==> src/rtl/phy_tune_pkg.sv <==
package phy_tune_pkg;
  localparam int BUS_W      = 32;
  localparam int SEL_W      = 2;
  localparam int NUM_WORDS  = 1 << SEL_W;
  localparam logic [SEL_W-1:0] CTRL_SEL = 2'd1;
  // field positions inside the control word
  localparam int DATA_POS   = 7;
  localparam int ADDR_LSB   = 8;
  localparam int CELL_AW    = 8;
  localparam int CELLS      = 1 << CELL_AW;
  typedef logic [CELL_AW-1:0] cell_addr_t;
endpackage

==> src/rtl/phy_tune_regs.sv <==
module phy_tune_regs
  import phy_tune_pkg::*;
#(
  parameter int NUM_PHYS = 3
) (
  input  logic                 clk,
  input  logic                 rst,
  input  logic                 bus_wr,
  input  logic                 bus_word,
  input  logic [SEL_W-1:0]     bus_sel,
  input  logic [BUS_W-1:0]     bus_wdata,
  input  logic                 bus_rd,
  output logic [BUS_W-1:0]     bus_rdata,
  output logic [NUM_PHYS-1:0]  commit,
  output cell_addr_t           commit_addr,
  output logic                 commit_bit
);
  logic [BUS_W-1:0] words_q [NUM_WORDS];
  logic [BUS_W-1:0] merged;
  logic             ctrl_hit;

  assign merged   = bus_word ? bus_wdata
                             : {words_q[bus_sel][BUS_W-1:8], bus_wdata[7:0]};
  assign ctrl_hit = bus_wr && (bus_sel == CTRL_SEL);

  assign commit_addr = merged[ADDR_LSB +: CELL_AW];
  assign commit_bit  = merged[DATA_POS];

  for (genvar n = 0; n < NUM_PHYS; n++) begin : g_edge
    assign commit[n] = ctrl_hit && merged[2*n] && !words_q[CTRL_SEL][2*n];

    AST_COMMIT_ON_EDGE: assert property (@(posedge clk) disable iff (rst)
      commit[n] |=> words_q[CTRL_SEL][2*n]);
  end

  always_ff @(posedge clk) begin
    if (rst) begin
      for (int i = 0; i < NUM_WORDS; i++) words_q[i] <= '0;
      bus_rdata <= '0;
    end else begin
      if (bus_rd) bus_rdata <= words_q[bus_sel];
      if (bus_wr) words_q[bus_sel] <= merged;
    end
  end

  AST_BYTE_KEEPS_UPPER: assert property (@(posedge clk) disable iff (rst)
    (bus_wr && !bus_word) |=> words_q[$past(bus_sel)][BUS_W-1:8] == $past(words_q[bus_sel][BUS_W-1:8]));
  AST_RDATA_HOLD: assert property (@(posedge clk) disable iff (rst)
    !bus_rd |=> $stable(bus_rdata));
  AST_OTHER_WORDS_INERT: assert property (@(posedge clk) disable iff (rst)
    (bus_wr && bus_sel != CTRL_SEL) |-> commit == '0);
endmodule

==> src/rtl/phy_tune_route.sv <==
module phy_tune_route
  import phy_tune_pkg::*;
#(
  parameter int         NUM_PHYS  = 3,
  parameter cell_addr_t SHARED_A  = 8'h03,
  parameter cell_addr_t SHARED_B  = 8'h0C
) (
  input  logic                 clk,
  input  logic                 rst,
  input  logic [NUM_PHYS-1:0]  commit,
  input  cell_addr_t           commit_addr,
  output logic [NUM_PHYS-1:0]  cell_we
);
  logic shared_cell;

  assign shared_cell = (commit_addr == SHARED_A) || (commit_addr == SHARED_B);
  assign cell_we     = shared_cell ? {NUM_PHYS{|commit}} : commit;

  AST_SHARED_TO_ALL: assert property (@(posedge clk) disable iff (rst)
    (shared_cell && commit != '0) |-> &cell_we);
  AST_PRIVATE_ONLY_OWN: assert property (@(posedge clk) disable iff (rst)
    !shared_cell |-> (cell_we & ~commit) == '0);
endmodule

==> src/rtl/phy_tune_cells.sv <==
module phy_tune_cells
  import phy_tune_pkg::*;
(
  input  logic              clk,
  input  logic              rst,
  input  logic              we,
  input  cell_addr_t        addr,
  input  logic              din,
  output logic [CELLS-1:0]  cells
);
  always_ff @(posedge clk) begin
    if (rst)     cells <= '0;
    else if (we) cells[addr] <= din;
  end

  AST_CELLS_HOLD: assert property (@(posedge clk) disable iff (rst)
    !we |=> $stable(cells));
  AST_ONE_CELL_PER_EDGE: assert property (@(posedge clk) disable iff (rst)
    we |=> $countones(cells ^ $past(cells)) <= 1);
endmodule

==> src/rtl/phy_tune_bank.sv <==
module phy_tune_bank
  import phy_tune_pkg::*;
#(
  parameter int NUM_PHYS = 3
) (
  input  logic                       clk,
  input  logic                       rst,
  input  logic                       bus_wr,
  input  logic                       bus_word,
  input  logic [1:0]                 bus_sel,
  input  logic [31:0]                bus_wdata,
  input  logic                       bus_rd,
  output logic [31:0]                bus_rdata,
  output logic [NUM_PHYS*256-1:0]    tune_cells
);
  logic [NUM_PHYS-1:0] commit;
  logic [NUM_PHYS-1:0] cell_we;
  cell_addr_t          commit_addr;
  logic                commit_bit;

  phy_tune_regs #(.NUM_PHYS(NUM_PHYS)) u_regs (
    .clk(clk), .rst(rst), .bus_wr(bus_wr), .bus_word(bus_word),
    .bus_sel(bus_sel), .bus_wdata(bus_wdata), .bus_rd(bus_rd),
    .bus_rdata(bus_rdata), .commit(commit), .commit_addr(commit_addr),
    .commit_bit(commit_bit)
  );

  phy_tune_route #(.NUM_PHYS(NUM_PHYS)) u_route (
    .clk(clk), .rst(rst), .commit(commit), .commit_addr(commit_addr),
    .cell_we(cell_we)
  );

  for (genvar n = 0; n < NUM_PHYS; n++) begin : g_phy
    phy_tune_cells u_cells (
      .clk(clk), .rst(rst), .we(cell_we[n]), .addr(commit_addr),
      .din(commit_bit), .cells(tune_cells[n*CELLS +: CELLS])
    );
  end
endmodule

==> config.mk <==
export PLATFORM = sky130hd
export DESIGN_NAME = phy_tune_bank
export DESIGN_NICKNAME = d
export VERILOG_FILES = /design/src/rtl/phy_tune_pkg.sv /design/src/rtl/phy_tune_regs.sv /design/src/rtl/phy_tune_route.sv /design/src/rtl/phy_tune_cells.sv /design/src/rtl/phy_tune_bank.sv
export SDC_FILE = /design/constraint.sdc
export NUM_CORES = 2
export LEC_CHECK = 0
export CAP_MARGIN = 20
export CORE_AREA = 2 2 331 333
export CTS_BUF_LIST = sky130_fd_sc_hd__clkbuf_16
export DETAILED_ROUTE_END_ITERATION = 10
export DIE_AREA = 0 0 333 335
export GPL_TIMING_DRIVEN = 0
export HOLD_SLACK_MARGIN = 0.15
export PLACE_DENSITY = 0.62
export SLEW_MARGIN = 20
export SYNTH_ARGS = -nofsm -noshare
export SYNTH_HDL_FRONTEND = slang
export SYNTH_HIERARCHICAL = 1
export SYNTH_SLANG_ARGS = --single-unit
==> constraint.sdc <==
create_clock -name clk -period 5.45 [get_ports clk]
set_input_delay 1.09 -clock clk [delete_from_list [all_inputs] [get_ports clk]]
set_output_delay 1.09 -clock clk [all_outputs]
set_load 0.01 [all_outputs]
Yosys cells after proc, flatten, opt, wreduce, memory -nomap -nowiden. Memories as Yosys holds them, arrays and structs flattened. Index checks and enable logic that the tools add are counted.

Bits in registers: 800. Bits in latches: 0. Memory bits (writable): 128. ROM bits: 0. Bits of input ports: 39. Output and inout port bits: 800. Word-level logic and storage cells: 39. Memories kept: 1.

Add/subtract/negate cells: 0. Multiply operators: 0. Div/mod/pow operators: 0. Magnitude comparators: 2. Equality and inequality tests: 3. Shifts and indexed selects: 0. Muxes and demuxes: 15. Bitwise gates (word level): 0. Reduce and logical (&&, ||, !) cells: 14.

Memories: u_regs.words_q (depth 4, bits a word 32, rd ports 2, clocked after memory_dff 0, wr ports 4, line phy_tune_regs.sv:18) `logic [BUS_W-1:0] words_q [NUM_WORDS];`.

Operators with widths (count): $bwmux W256 (3); $mux W32 (2); $reduce_or A32 Y1 (1); $lt A8 B9 Y1 const B (1); $demux W1 S8 (1); $eq A8 B2 Y1 const B (1); $eq A8 B4 Y1 const B (1); $ge A8 B1 Y1 const B (1); $logic_and A1 B1 Y1 (8); $mux W1 (7); $logic_not A1 Y1 (3); $mux W3 (1); $reduce_or A3 Y1 (1); $eq A2 B1 Y1 const B (1); $mux W2 (1); $logic_or A1 B1 Y1 (1).

Longest topological paths before layout. An unclocked memory read counts as a cell.

Depth in word-level cells: 7. Gate-level depth with buffers: 14.

Modules after synthesis. Netlist, hierarchy kept.

Modules (own cells, without submodules): phy_tune_cells at g_phy[0].u_cells ... (instances 2, cells each 1191, area an instance 11707.5 um^2, sequential area each 5124.9 um^2); phy_tune_cells at g_phy[2].u_cells (instances 1, cells each 1191, area an instance 11658.7 um^2, sequential area each 5124.9 um^2); phy_tune_regs (instances 1, cells each 537, area an instance 7169.4 um^2, sequential area each 4484.3 um^2); phy_tune_route (instances 1, cells each 10, area an instance 76.3 um^2, sequential area each 0.0 um^2).

Worst setup path after synthesis. Ideal clock, no wire load.

Kind: input-to-reg. From: input bus_sel[0]. To: register g_phy[0].u_cells.cells[19]. Setup time: 132 ps. Data arrival time: 3777 ps. Path slack: 1541 ps. Stages: 14. Path buffers: 5. Cells stage by stage: buf_2 > or2_2 > clkbuf_1 > buf_4 > o221ai_2 > inv_1 > nor4_2 > o21ai_1 > o21bai_1 > nor3b_1 > buf_2 > clkbuf_1 > nand3_1 > mux2i_1.

Elaborated cells between the ends (all ways): 21.

RTL lines: start: declaration (line phy_tune_bank.sv:10) `input logic [1:0] bus_sel,`; $mem_v2 Z4 W32 (*); $mux W32 (*) (line phy_tune_regs.sv:22) `assign merged = bus_word ? bus_wdata`; named net commit_addr[5] (line phy_tune_bank.sv:18) `cell_addr_t commit_addr;`; $eq A8 B2 Y1 / $eq A8 B4 Y1 (equally long branches) (line phy_tune_route.sv:16) `assign shared_cell = (commit_addr == SHARED_A) || (commit_addr == SHARED_B);`; $logic_or A1 B1 Y1 (*) (line phy_tune_route.sv:16); $mux W3 (*) (line phy_tune_route.sv:17) `assign cell_we = shared_cell ? {NUM_PHYS{|commit}} : commit;`; named net cell_we[0] (line phy_tune_bank.sv:17) `logic [NUM_PHYS-1:0] cell_we;`; end signal: indexed assignment (line phy_tune_cells.sv:13) `else if (we) cells[addr] <= din;`; end: declaration (line phy_tune_cells.sv:9) `output logic [CELLS-1:0] cells`.

The timed path passes the listed nets; every way through them passes the cells marked *. A chain may end at the register's enable or synchronous reset.

Worst setup path after layout.
From: input bus_word. To: register g_phy[1].u_cells.cells[199].

Elaborated cells between the ends (all ways): 11.

RTL lines: start: declaration (line phy_tune_bank.sv:9) `input logic bus_word,`; $mux W32 (*) (line phy_tune_regs.sv:22); named net commit_addr[2] (line phy_tune_bank.sv:18); $eq A8 B2 Y1 / $eq A8 B4 Y1 (equally long branches) (line phy_tune_route.sv:16); $logic_or A1 B1 Y1 (*) (line phy_tune_route.sv:16); $mux W3 (*) (line phy_tune_route.sv:17); named net cell_we[1] (line phy_tune_bank.sv:17); end signal: indexed assignment (line phy_tune_cells.sv:13); end: declaration (line phy_tune_cells.sv:9).

Marked as above.

==> key figures <==
Run
  • Max_cap viols: 0

Global route
  • GRT Residual Overflow: 0
  • Largest net degree at the start of global routing: 33
  • First-pass GRT wire length: 232 mm
  • Initial antenna violation count: 4
  • GRT Util Overall: 0.276
  • Number of global-route vias before repair: 33900

Cells and area
  • Share of layout cells above drive strength 1: 0.103
  • Nets: 5106
  • Post-route non-filler standard cell count: 6569
  • Synth-to-layout area growth: 32.0%
  • Fin area: 0.0559 sq mm
  • Fin util: 0.517

Critical path
  • Critical setup path kind: input port to flip-flop
  • CP endpoint kind: flip-flop
  • CP Max Fanout: 14
  • Worst path required time: 5990 ps
  • Crit start category: input port
  • Critical path arrival: 5770 ps

Floorplanning
  • Die extent in y: 335 um
  • Num ports: 839
  • Die X-Extent: 333 um
  • Initial Util: 0.391
  • Num rows: 121
  • Core area: 0.108 sq mm
  • Die area: 0.112 sq mm

Timing
  • Pins Over Slew Limit: 0
  • # setup viols final: 0
  • RSZ-0062 raised after global routing: no
  • Setup TNS: 0 ps
  • Fin Clk Skew: 18.8 ps
  • Crit path time final: 5230 ps
  • Final period util: 0.959
  • Worst hold-check slack: 471 ps
  • Worst-margin pin slew: 1130 ps
  • Setup ws final: 222 ps
  • Slew HR: 0.246
  • Final Hold Viols: 0
  • Peak Freq: 0.191 GHz

Power
  • Switching power: 3.96 mW
  • Leak Pwr: 23.9 nW
  • Peak supply drop: 271 uV
  • Cell internal pwr: 11.3 mW
  • Sw frac: 0.259
  • Power per cell area: 274 mW/mm^2
  • Clk network pwr share: 0.451
  • Sequential share of power: 0.461
  • Combinational power share: 0.089
  • Pwr Total: 15.3 mW

Clock network
  • Clock slew at reported path FFs: 60 ps
  • Worst skew pair latency: 690 ps
  • Clock Sinks: 928
  • H-tree levels: 3
  • TritonCTS clock tree: built
  • Cts bufs inserted: 106
  • CTS Root Buffer Type: clkbuf_16
  • Max clock buf depth: 3

Placement
  • DP Area: 0.0525 sq mm
  • Port Buffers: 835
  • Worst slack, placed: -563 ps
  • Hpwl dp: 116 mm
  • Dpl cells: 6373
  • Final GP Congestion: 0.859

Drt
  • WL per Instance: 24.4 um
  • Vias: 34600
  • # DRC: 0
  • Via/cell ratio: 5.27
  • Pre-antenna DRT Iters: 5
  • Final WL: 160 mm
  • Detail Route Antenna Nets: 0
  • Drt initial violations: 2387

Synthesis
  • Syn nets: 4159
  • Largest family of logic cells by synthesized area: simple AND/OR/NAND/NOR gates
  • XOR/XNOR share of the synthesized area: 0
  • Largest cells by area after synthesis: dfxtp_1 38%, mux2i_1 18%, nand2b_1 12%
  • Yosys warns: 6
  • Synthesized area: 0.0423 sq mm
  • Cell count after synthesis: 4120
  • Area leader, netlist: dfxtp_1
  • Adder-cell share of the synthesized area: 0
  • Yosys reg bits: 928
  • Synth top area share: 0.378
  • Mux contribution to synthesized area: 0.201
  • Distinct cells, synth: 47
  • Post-synthesis simple-gate area fraction: 0.256
  • Avg Cell Area, Syn: 10.3 sq um
  • Compound-Gate Fraction of Synth Area: 0.0121
  • Register area share after synthesis: 0.469

Outcome
  • Status: finished clean

Worst hold path
  • HP Class: flip-flop to flip-flop
[final timing paths]
check / depth (start not counted) / start / to / slack (ps)
worst max-delay path: 14 / bus_word / g_phy[1].u_cells/cells[199]$_SDFFE_PP0P_ / 220
worst min-delay path: 2 / g_phy[2].u_cells/cells[145]$_SDFFE_PP0P_ / g_phy[2].u_cells/cells[145]$_SDFFE_PP0P_ / 470
worst max register to register: 11 / u_regs/words_q[2][8]$_SDFFCE_PN0P_ / g_phy[1].u_cells/cells[199]$_SDFFE_PP0P_ / 1290
worst min register to register: 2 / g_phy[2].u_cells/cells[145]$_SDFFE_PP0P_ / g_phy[2].u_cells/cells[145]$_SDFFE_PP0P_ / 470
[synthesized netlist by cell type, drive strengths merged]
library cell  number
o22ai             16
dfxtp            800
mux2i            776
and4bb            20
and4               3
a31o               1
nor3              49
nand3b             1
buf              253
a221o             24
nand2              3
o21ai              9
nand2b           781
or2b               3
or3                1
and4b             12
nor4               4
and3              11
nor2              79
nor2b              8
inv                9
mux4               8
mux2              48
nand3            768
and3b              6
edfxtp           128
o21bai             3
o221ai             8
nor3b             32
clkbuf           216
nor4b             12
or2                1
and2              27
[critical path, cell delays in order]
cell,delay (ps)
clkdlybuf4s50_1,470
clkbuf_1,280
nand2b_1,300
buf_4,240
o221ai_1,500
inv_1,460
and4bb_2,400
o21ai_1,110
o21bai_1,480
and3b_1,240
buf_2,360
buf_1,480
nand3_1,170
mux2i_1,170
[cell type report]
type                    count  area, sq um
fillers                  9915        52200
flip-flops and latches    928        19900
multi-input cells        2714        19800
repair buffers            839         8450
clock buffers             110         2750
plain buffers             469         2610
well taps                1414         1770
clock inverters            84          548
inverters                   9         33.8
diodes                      2         5.00
[state kept, by name, indices dropped and copies added, names as in the netlist]
signal,flops
g_phy.u_cells/cells,768
u_regs/words_q,128
u_regs/bus_rdata,32
[cells by family (layout without fill, tap and decap cells)]
group	count (synthesis)	after routing
buf+inv	478	1511
mux	832	832
flops	928	928
other cells	0	2
simple gates	1821	1821
compound gates	61	61
[power groups by stage]
stage,Sequential [mW],Combinational (mW),Clock [mW]
after floorplan,7.19,0.816,0
after global placement,7.19,1.34,0
after detailed placement,7.19,1.34,0
after CTS,7.04,1.35,7.02
after global routing,7.04,1.43,7.32
final,7.04,1.36,6.89
[repair_timing]
item / CTS / global route
endpoints found under the setup margin: 0 / 42
setup buffers: 0 / 0
hold buffers: 0 / 0
resized for setup: 0 / 9
[placed cells by master, fill, tap and decap left out, types with 8 or more instances in the layout]
cell | synthesis | routed
clkdlybuf4s50_1 | 0 | 834
dfxtp_1 | 800 | 800
nand2b_1 | 781 | 778
mux2i_1 | 776 | 776
nand3_1 | 751 | 751
clkbuf_1 | 194 | 191
edfxtp_1 | 128 | 128
clkbuf_16 | 0 | 110
buf_2 | 80 | 81
nor2_1 | 79 | 78
buf_4 | 69 | 69
buf_6 | 57 | 57
mux2_2 | 48 | 48
buf_1 | 47 | 44
nor3_1 | 37 | 37
nor3b_1 | 31 | 31
and2_1 | 27 | 27
inv_1 | 9 | 25
clkinv_1 | 0 | 25
a221o_1 | 24 | 24
clkinv_2 | 0 | 22
clkbuf_2 | 16 | 22
and4bb_2 | 20 | 20
nand3_2 | 17 | 17
o22ai_1 | 16 | 16
nor4b_4 | 12 | 12
nor3_2 | 12 | 12
and3_1 | 11 | 11
nor2b_1 | 8 | 8
o21ai_0 | 8 | 8
mux4_2 | 8 | 8
[per-layer routing]
layer / GRT usage / vias to the layer above / share of wire / wire length (um)
li1: - / 16100 / - / -
met1: 0.343 / 17100 / 0.41 / 66100
met2: 0.447 / 1157 / 0.46 / 74200
met3: 0.0757 / 278 / 0.080 / 12800
met4: 0.121 / 4 / 0.045 / 7240
met5: 0 / - / 0.00011 / 17
Power figures use the tool's default switching activity.
